--- src/rtl/cmpbr_pkg.sv ---
package cmpbr_pkg;

   typedef enum logic [3:0] {
      OP_ALWAYS = 4'h0,
      OP_EQ     = 4'h1,
      OP_UGT    = 4'h2,
      OP_UGE    = 4'h3,
      OP_BITS   = 4'h4,
      OP_NE     = 4'h5,
      OP_SGT    = 4'h6,
      OP_SGE    = 4'h7,
      OP_CALL   = 4'h8,
      OP_EXIT   = 4'h9,
      OP_ULT    = 4'hA,
      OP_ULE    = 4'hB,
      OP_SLT    = 4'hC,
      OP_SLE    = 4'hD,
      OP_RSV_E  = 4'hE,
      OP_RSV_F  = 4'hF
   } br_op_e;

   typedef struct packed {
      logic taken;
      logic call;
      logic quit;
      logic bad;
   } br_flags_t;

endpackage

--- src/rtl/cmpbr_opsel.sv ---
module cmpbr_opsel #(
   parameter int DATA_W = 64,
   parameter int IMM_W  = 32
) (
   input  logic              src_sel_i,
   input  logic [DATA_W-1:0] src_val_i,
   input  logic [IMM_W-1:0]  imm_i,
   output logic [DATA_W-1:0] rhs_o
);
   localparam int EXT_W = DATA_W - IMM_W;

   logic [DATA_W-1:0] imm_ext;

   generate
      if (IMM_W > DATA_W) begin : g_bad_cfg
         $error("cmpbr_opsel: IMM_W must not exceed DATA_W");
      end
      if (EXT_W == 0) begin : g_no_ext
         assign imm_ext = imm_i;
      end else begin : g_ext
         assign imm_ext = {{EXT_W{imm_i[IMM_W-1]}}, imm_i};
      end
   endgenerate

   assign rhs_o = src_sel_i ? src_val_i : imm_ext;

endmodule

--- src/rtl/cmpbr_cond.sv ---
module cmpbr_cond
   import cmpbr_pkg::*;
#(
   parameter int DATA_W      = 64,
   parameter bit SIGNED_FLIP = 1'b1
) (
   input  br_op_e            op_i,
   input  logic [DATA_W-1:0] lhs_i,
   input  logic [DATA_W-1:0] rhs_i,
   output logic              hit_o
);
   localparam int MSB = DATA_W - 1;

   logic eq, ult, slt, any_bit;

   assign eq      = (lhs_i == rhs_i);
   assign ult     = (lhs_i < rhs_i);
   assign any_bit = |(lhs_i & rhs_i);

   generate
      if (DATA_W < 2) begin : g_bad_cfg
         $error("cmpbr_cond: DATA_W must be at least 2");
      end
      if (SIGNED_FLIP) begin : g_flip
         logic [DATA_W-1:0] lhs_b, rhs_b;
         assign lhs_b = {~lhs_i[MSB], lhs_i[MSB-1:0]};
         assign rhs_b = {~rhs_i[MSB], rhs_i[MSB-1:0]};
         assign slt   = (lhs_b < rhs_b);
      end else begin : g_native
         assign slt = ($signed(lhs_i) < $signed(rhs_i));
      end
   endgenerate

   always_comb begin
      unique case (op_i)
         OP_ALWAYS: hit_o = 1'b1;
         OP_EQ:     hit_o = eq;
         OP_NE:     hit_o = ~eq;
         OP_UGT:    hit_o = ~ult & ~eq;
         OP_UGE:    hit_o = ~ult;
         OP_ULT:    hit_o = ult;
         OP_ULE:    hit_o = ult | eq;
         OP_SGT:    hit_o = ~slt & ~eq;
         OP_SGE:    hit_o = ~slt;
         OP_SLT:    hit_o = slt;
         OP_SLE:    hit_o = slt | eq;
         OP_BITS:   hit_o = any_bit;
         default:   hit_o = 1'b0;
      endcase
   end

   // equal operands can be neither strictly below the other
   always_comb begin
      eq_order_chk : assert (!(eq && (ult || slt)));
   end

endmodule

--- src/rtl/cmpbr_target.sv ---
module cmpbr_target #(
   parameter int PC_W  = 32,
   parameter int OFS_W = 16
) (
   input  logic [PC_W-1:0]  pc_i,
   input  logic [OFS_W-1:0] ofs_i,
   input  logic             take_i,
   output logic [PC_W-1:0]  next_pc_o
);
   localparam int EXT_W = PC_W - OFS_W;

   logic [PC_W-1:0] ofs_ext, pc_inc, pc_jmp;

   generate
      if (OFS_W > PC_W) begin : g_bad_cfg
         $error("cmpbr_target: OFS_W must not exceed PC_W");
      end
      if (EXT_W == 0) begin : g_no_ext
         assign ofs_ext = ofs_i;
      end else begin : g_ext
         assign ofs_ext = {{EXT_W{ofs_i[OFS_W-1]}}, ofs_i};
      end
   endgenerate

   assign pc_inc    = pc_i + PC_W'(1);
   assign pc_jmp    = pc_inc + ofs_ext;
   assign next_pc_o = take_i ? pc_jmp : pc_inc;

endmodule

--- src/rtl/cmpbr_unit.sv ---
module cmpbr_unit
   import cmpbr_pkg::*;
#(
   parameter int DATA_W      = 64,
   parameter int IMM_W       = 32,
   parameter int OFS_W       = 16,
   parameter int PC_W        = 32,
   parameter bit REG_OUT     = 1'b1,
   parameter bit SIGNED_FLIP = 1'b1
) (
   input  logic              clk_i,
   input  logic              rst_ni,
   input  logic [3:0]        op_i,
   input  logic              src_sel_i,
   input  logic [DATA_W-1:0] dst_val_i,
   input  logic [DATA_W-1:0] src_val_i,
   input  logic [IMM_W-1:0]  imm_i,
   input  logic [OFS_W-1:0]  ofs_i,
   input  logic [PC_W-1:0]   pc_i,
   output logic              taken_o,
   output logic [PC_W-1:0]   next_pc_o,
   output logic              call_o,
   output logic [IMM_W-1:0]  call_tgt_o,
   output logic              exit_o,
   output logic              illegal_o
);
   localparam logic [PC_W-1:0] PC_ONE = PC_W'(1);

   br_op_e            op;
   logic [DATA_W-1:0] rhs;
   logic              hit;
   br_flags_t         flg_c;
   logic [PC_W-1:0]   npc_c;

   assign op = br_op_e'(op_i);

   cmpbr_opsel #(.DATA_W(DATA_W), .IMM_W(IMM_W)) u_opsel (
      .src_sel_i (src_sel_i),
      .src_val_i (src_val_i),
      .imm_i     (imm_i),
      .rhs_o     (rhs)
   );

   cmpbr_cond #(.DATA_W(DATA_W), .SIGNED_FLIP(SIGNED_FLIP)) u_cond (
      .op_i  (op),
      .lhs_i (dst_val_i),
      .rhs_i (rhs),
      .hit_o (hit)
   );

   always_comb begin
      flg_c       = '0;
      flg_c.taken = hit;
      flg_c.call  = (op == OP_CALL);
      flg_c.quit  = (op == OP_EXIT);
      flg_c.bad   = (op == OP_RSV_E) || (op == OP_RSV_F);
   end

   cmpbr_target #(.PC_W(PC_W), .OFS_W(OFS_W)) u_target (
      .pc_i      (pc_i),
      .ofs_i     (ofs_i),
      .take_i    (flg_c.taken),
      .next_pc_o (npc_c)
   );

   generate
      if (REG_OUT) begin : g_reg
         br_flags_t        flg_q;
         logic [PC_W-1:0]  npc_q;
         logic [IMM_W-1:0] tgt_q;

         always_ff @(posedge clk_i) begin
            if (!rst_ni) begin
               flg_q <= '0;
               npc_q <= '0;
               tgt_q <= '0;
            end else begin
               flg_q <= flg_c;
               npc_q <= npc_c;
               tgt_q <= flg_c.call ? imm_i : '0;
            end
         end

         assign taken_o    = flg_q.taken;
         assign call_o     = flg_q.call;
         assign exit_o     = flg_q.quit;
         assign illegal_o  = flg_q.bad;
         assign next_pc_o  = npc_q;
         assign call_tgt_o = tgt_q;


         flag_excl_chk : assert property (@(posedge clk_i) disable iff (!rst_ni)
            $onehot0({taken_o, call_o, exit_o, illegal_o}));

         always_take_chk : assert property (@(posedge clk_i) disable iff (!rst_ni)
            (op_i == 4'h0) |=> taken_o);

         call_tgt_chk : assert property (@(posedge clk_i) disable iff (!rst_ni)
            (op_i == 4'h8) |=> (call_o && !taken_o && call_tgt_o == $past(imm_i)));

         exit_flag_chk : assert property (@(posedge clk_i) disable iff (!rst_ni)
            (op_i == 4'h9) |=> (exit_o && !taken_o));

         illegal_op_chk : assert property (@(posedge clk_i) disable iff (!rst_ni)
            (op_i >= 4'hE) |=> (illegal_o && !taken_o && !call_o && !exit_o));

         fallthru_pc_chk : assert property (@(posedge clk_i) disable iff (!rst_ni)
            ($past(rst_ni) && !taken_o) |-> (next_pc_o == $past(pc_i) + PC_ONE));
      end else begin : g_comb
         assign taken_o    = flg_c.taken;
         assign call_o     = flg_c.call;
         assign exit_o     = flg_c.quit;
         assign illegal_o  = flg_c.bad;
         assign next_pc_o  = npc_c;
         assign call_tgt_o = flg_c.call ? imm_i : '0;
      end
   endgenerate

endmodule

--- config.mk ---
export PLATFORM = sky130hd
export DESIGN_NAME = cmpbr_unit
export DESIGN_NICKNAME = d
export VERILOG_FILES = /design/src/rtl/cmpbr_pkg.sv /design/src/rtl/cmpbr_opsel.sv /design/src/rtl/cmpbr_cond.sv /design/src/rtl/cmpbr_target.sv /design/src/rtl/cmpbr_unit.sv
export SDC_FILE = /design/constraint.sdc
export NUM_CORES = 1
export LEC_CHECK = 0
export ABC_AREA = 1
export BUFFER_PORTS_ARGS = -buffer_cell sky130_fd_sc_hd__buf_4
export CAP_MARGIN = 20
export CORE_ASPECT_RATIO = 1.1
export CORE_UTILIZATION = 56
export DETAILED_ROUTE_END_ITERATION = 6
export PLACE_DENSITY = 0.95
export SLEW_MARGIN = 30
export SYNTH_ARGS = -nofsm -noshare
export SYNTH_HDL_FRONTEND = slang
export SYNTH_SLANG_ARGS = --single-unit
--- constraint.sdc ---
create_clock -name clk_i -period 10.7 [get_ports clk_i]
set_clock_uncertainty 0.1 [all_clocks]
set_input_delay 1.605 -clock clk_i [delete_from_list [all_inputs] [get_ports clk_i]]
set_output_delay 1.605 -clock clk_i [all_outputs]
set_load 0.005 [all_outputs]
==> impl_metrics.toml, run 1 <==
[run_status]
outcome = "complete, no violations"

[timing]
slew_headroom_pct = 45.3
drv_slew = 0
hold_violations = 0
setup_ws_ps = 4710
rsz0062_at_grt = "false"
fin_tns_setup_ps = 0
min_period_ps = 5990
worst_pin_slew_ps = 820
finalSetupViolations = 0
fmax_mhz = 167
min_period_over_period_pct = 56.0

[finish]
areaGrowthSynthToFinish_pct = 30.6
drive_above_1_share_pct = 22.9
final_cells = 1719
fin_nets = 1898
stdcell_area_mm2 = 0.0107

[clock_tree]
cts_tree = "built"
hold_buffers = 0
post_cts_buffers = 0
clock-sinks = 68
cts.path.max_buffers = 2
path_clk_slew_ps = 60
cts_max_level = 3
cts-root-buf = "clkbuf_16"
cts-buffers-inserted = 9
cts_resized = 0

[placed_design]
dp_slack_ps = 4580
place.gp.congestion = 0.954
dp.cells = 1702
port_buffers = 282
dp.final_hpwl_um = 22600
placed_cell_area_mm2 = 0.0104

[die]
initial_core_util_pct = 57.1
dieHeight_um = 129
die_area_mm2 = 0.0152
row_count = 46
ioPinCount = 283
core_area_mm2 = 0.0144
die_w_um = 117

[power]
p_leak_uw = 0.00599
vdd_drop_max_mv = 0.0780
power.density_mw_per_mm2 = 95.1

[yosys]
ys_warn_count = 0
yosys.area.top_type_share_pct = 24.5
synth.distinct_cells = 36
yosys.area.top_type = "ha_1"
syn_nets = 1634
synth-edff-count = 0
ys_ff_latch = 68
synth_most_common_cell = "nand2_1"
synth-seq-area-share_pct = 16.6
syn_avg_cell_area_um2 = 6.53
synthTopCellsByArea = "ha_1 25%, dfxtp_1 17%, nand2_1 9.9%"
syn_inst = 1257
ys.flop_type = "dfxtp_1"
async_reset_ff_share_pct = 0
synth.cell_area_mm2 = 0.00821
synth_common_cells = "217 x nand2_1, 194 x inv_1, 176 x nor2_1"

[route]
ant_nets = 0
drtIter0Drc = 780
via_per_inst = 5.53
drc = 0
vias = 9514
wl_um = 28300
wl_per_cell_um = 16.4
drt-pass1-iter-count = 7

[critical_path]
crit_buf_inv = 2
crit_family = "simple AND/OR/NAND/NOR gates"
slowest_delay_ps = 580
critPathLaunchType = "primary input"
critPathSlowestCell = "inv_1"
required_ps = 10840
cp_max_fo = 67
cp.arrival_ps = 6130
end_kind = "flop"
timing.critical_path.mode_cell = "nand2_1"
path_cells = "buf_4 > inv_1 > or2_2 > o21ai_0 > ha_1 > a21oi_1 > nand2_1 > nand2_1 > nand3_1 > a21oi_1 > nand2_1 > nand2_2 > nand3_1 > nand3_1 > nand2_1 > nand2_1 > nand3_2 > nor2_1 > nor2_1"
crit_type = "in -> reg"

[min_path]
holdCritPathClass = "in -> reg"
min_to = "call_o"
hold_start = "op_i[0]"
holdPathStages = 2

[flow_run]
cap_viol_max_count = 0

[global_routing]
overflow = 0
grt_usage_pct = 36.8
grt_pass1_vias = 9341
grt_max_degree = 68
antenna_found_initial = 1
grt_pass1_wl_um = 44000
==> logic make-up (layout without fill, tap and decap cells) <==
logic type	count (synthesis)	in the layout	share of synthesized area (%)
AND/OR/NAND/NOR	559	559	30.1
buffers and inverters	232	501	10.8
AO/OA/AOI/OAI	181	181	11.8
adder cells (fa/ha/maj)	162	162	24.8
flip-flops	68	68	16.6
XOR/XNOR	55	55	5.87
other	0	1	0
==> worst max-delay path by stage <==
stage                   start             to  slack (ps)  depth (start not counted)
detailed placement  src_sel_i  next_pc_o[12]        4580                         19
floorplan             pc_i[2]  next_pc_o[28]        6160                         23
finish              src_sel_i  next_pc_o[12]        4710                         19
global placement    src_sel_i   next_pc_o[8]        4780                         22
CTS                 src_sel_i  next_pc_o[12]        4850                         21
global route        src_sel_i   next_pc_o[7]        4330                         20
==> registers in the layout, indices dropped and copies added, names as in the netlist <==
register,cells
call_tgt_o,32
illegal_o,1
next_pc_o,32
exit_o,1
call_o,1
taken_o,1
==> layout make-up <==
cell class	instances	area, um^2
well taps	192	240
clock buffers	10	239
flip-flops and latches	68	1360
diodes	1	2.50
multi-input cells	957	5960
repair buffers	283	2120
clock inverters	6	40.0
inverters	202	758
fillers	1105	3660
==> cell usage in the layout (no fill, tap or decap), types with 43 or more instances in the layout <==
| cell type | n |
|---|---|
| a21oi_1 | 100 |
| inv_1 | 193 |
| nand2_1 | 217 |
| buf_4 | 283 |
| nand4_1 | 43 |
| dfxtp_1 | 68 |
| xor2_1 | 45 |
| ha_1 | 161 |
| o21ai_0 | 51 |
| nor2_1 | 175 |
==> through the flow <==
stage / power, uW / utilization [%] / hold slack (ps)
5_1_grt: 1080 / 74.5 / 1380
2_1_floorplan: 548 / - / 1590
3_5_place_dp: 727 / 72.6 / 1730
4_1_cts: 1010 / 74.5 / 1360
3_3_place_gp: 714 / 72.6 / 1720
6_report: 1020 / 74.6 / 1370
==> per-layer routing <==
metal	vias up	routed length, um	global-route usage, %
met2	488	13900	66.6
met1	4305	10300	37.1
met3	146	1970	8.38
met4	2	2000	28.2
met5	-	58	0
li1	4573	-	-
==> report_power, final <==
| group | leakage, uW | internal (uW) | switching [uW] | total, uW |
|---|---|---|---|---|
| Combinational | 0.00531 | 196 | 253 | 449 |
| Sequential | 0.000558 | 277 | 10.0 | 287 |
| Clock | 0.000127 | 162 | 122 | 284 |
| Total | 0.00599 | 635 | 385 | 1020 |
(Power assumes the default switching activity.)
==> inputs of run 2 (changes only) <==
--- a/config.mk
+++ b/config.mk
@@ -9,9 +9,9 @@
 export BUFFER_PORTS_ARGS = -buffer_cell sky130_fd_sc_hd__buf_4
 export CAP_MARGIN = 20
 export CORE_ASPECT_RATIO = 1.1
-export CORE_UTILIZATION = 56
+export CORE_UTILIZATION = 52
 export DETAILED_ROUTE_END_ITERATION = 6
-export PLACE_DENSITY = 0.95
+export PLACE_DENSITY = 0.9
 export SLEW_MARGIN = 30
 export SYNTH_ARGS = -nofsm -noshare
 export SYNTH_HDL_FRONTEND = slang
==> constraint.sdc (replaced) <==
create_clock -name clk_i -period 5.6 [get_ports clk_i]
set_clock_uncertainty 0.1 [all_clocks]
set_input_delay 0.84 -clock clk_i [delete_from_list [all_inputs] [get_ports clk_i]]
set_output_delay 0.84 -clock clk_i [all_outputs]
set_load 0.005 [all_outputs]
==> run 2 against run 1 <==
Hold slack worse by 760 ps. Largest power group unchanged. Clock power is 110% higher. Critical endpoint is now next_pc_o[30]. Sequential share of layout area is 0.072 points lower. Core utilization is 3.7 points lower. Critical path depth grew 5. Combinational power up 89%. Non-clock buffer count grew 4. Largest cell class unchanged.
==> impl_metrics.toml, run 2 (synthesized netlist as in run 1, its figures left out) <==
[run_status]
outcome = "complete, no violations"

[timing]
hold_violations = 0
drv_slew = 0
worst_pin_slew_ps = 742
min_period_ps = 4470
rsz0062_at_grt = "false"
fin_tns_setup_ps = 0
fmax_mhz = 224
min_period_over_period_pct = 79.8
finalSetupViolations = 0
setup_ws_ps = 1130
slew_headroom_pct = 50.5

[route]
drtIter0Drc = 766
via_per_inst = 5.34
drc = 0
ant_nets = 0
vias = 9231
drt-pass1-iter-count = 6
wl_per_cell_um = 15.7
wl_um = 27200

[placed_design]
port_buffers = 282
dp.final_hpwl_um = 22500
dp_slack_ps = 856
placed_cell_area_mm2 = 0.0105
dp.cells = 1710
place.gp.congestion = 1.03

[die]
die_w_um = 122
row_count = 47
die_area_mm2 = 0.0163
ioPinCount = 283
initial_core_util_pct = 53.9
dieHeight_um = 134
core_area_mm2 = 0.0152

[global_routing]
grt_usage_pct = 33.0
grt_pass1_wl_um = 41800
overflow = 0
antenna_found_initial = 3
grt_pass1_vias = 9000
grt_max_degree = 35

[clock_tree]
cts-root-buf = "clkbuf_16"
cts_max_level = 3
cts_tree = "built"
clock-sinks = 68
cts_resized = 0
post_cts_buffers = 0
hold_buffers = 0
cts.path.max_buffers = 2
path_clk_slew_ps = 60
cts-buffers-inserted = 9

[power]
p_leak_uw = 0.00603
vdd_drop_max_mv = 0.143
power.density_mw_per_mm2 = 184

[min_path]
holdCritPathClass = "in -> reg"
hold_start = "imm_i[20]"

[critical_path]
critical_path.startpoint = "src_sel_i"
crit_type = "in -> reg"
cp.arrival_ps = 4650
end_kind = "flop"
cp_max_fo = 34
required_ps = 5790
critPathLaunchType = "primary input"

[finish]
layout_common_cells = "287 x buf_4, 217 x nand2_1, 193 x inv_1"
nFillCells = 1271
drive_above_1_share_pct = 23.1
fin_nets = 1902
areaGrowthSynthToFinish_pct = 31.4
final_core_util_pct = 70.8
layout_commonest_cell = "buf_4"
stdcell_area_mm2 = 0.0108
final_cells = 1728

[flow_run]
cap_viol_max_count = 0
## run 2: changes by cell type in the layout (fill, tap and decap cells not counted)
cell	before	now
clkinv_4	0	1
bufinv_16	0	1
clkinvlp_4	4	2
diode_2	1	2
buf_4	283	287
## run 2: layout make-up
type	instances	area, um^2	area share (%)
antenna	2	5.00	0.0464
clock inverter	6	63.8	0.591
sequential	68	1360	12.6
multi-input combinational	957	5960	55.3
tap	196	245	2.27
timing repair buffer	287	2150	20.0
clock buffer	10	239	2.22
inverter	202	758	7.03
## run 2: worst max-delay path, stage by stage
cell and delay (ps):
buf_4 290, buf_4 400, nor2_2 70, buf_4 230, a21oi_1 240, ha_1 300
nand2_1 80, nand2_1 50, nand2_1 50, nand2_1 50, nand2_1 60, nand2_1 90
nand2_1 70, nand2_1 80, a21oi_1 270, nand3_1 120, nand3_1 90, nand2_1 50
nand2_1 160, buf_4 280, inv_1 100, nor2_4 440, nor2_1 90, nor2_1 120
## run 2: routing by layer
layer	vias to the layer above	part of all wire (%)	global-route usage, %
li1	4580	-	-
met4	2	6.4	21.9
met2	392	49	59.9
met3	119	8.0	7.95
met1	4138	36	33.1
met5	-	0.040	0
## run 2: where the power goes
part	internal (uW)	total [uW]	switching [uW]	leakage [uW]
Combinational	375	849	475	0.00532
Sequential	529	547	17.4	0.000558
Clock	356	589	234	0.000144
## run 2: through the flow
step | hold slack (ps) | power, uW
5_1_grt | 617 | 2110
3_5_place_dp | 964 | 1390
6_report | 614 | 1990
3_3_place_gp | 955 | 1370
2_1_floorplan | 828 | 1050
4_1_cts | 601 | 1980
## run 2: path summary, 6_finish.rpt
| check | end | cells after the start |
|---|---|---|
| worst max-delay path | next_pc_o[30] | 24 |
| worst min-delay path | call_tgt_o[20] | 3 |
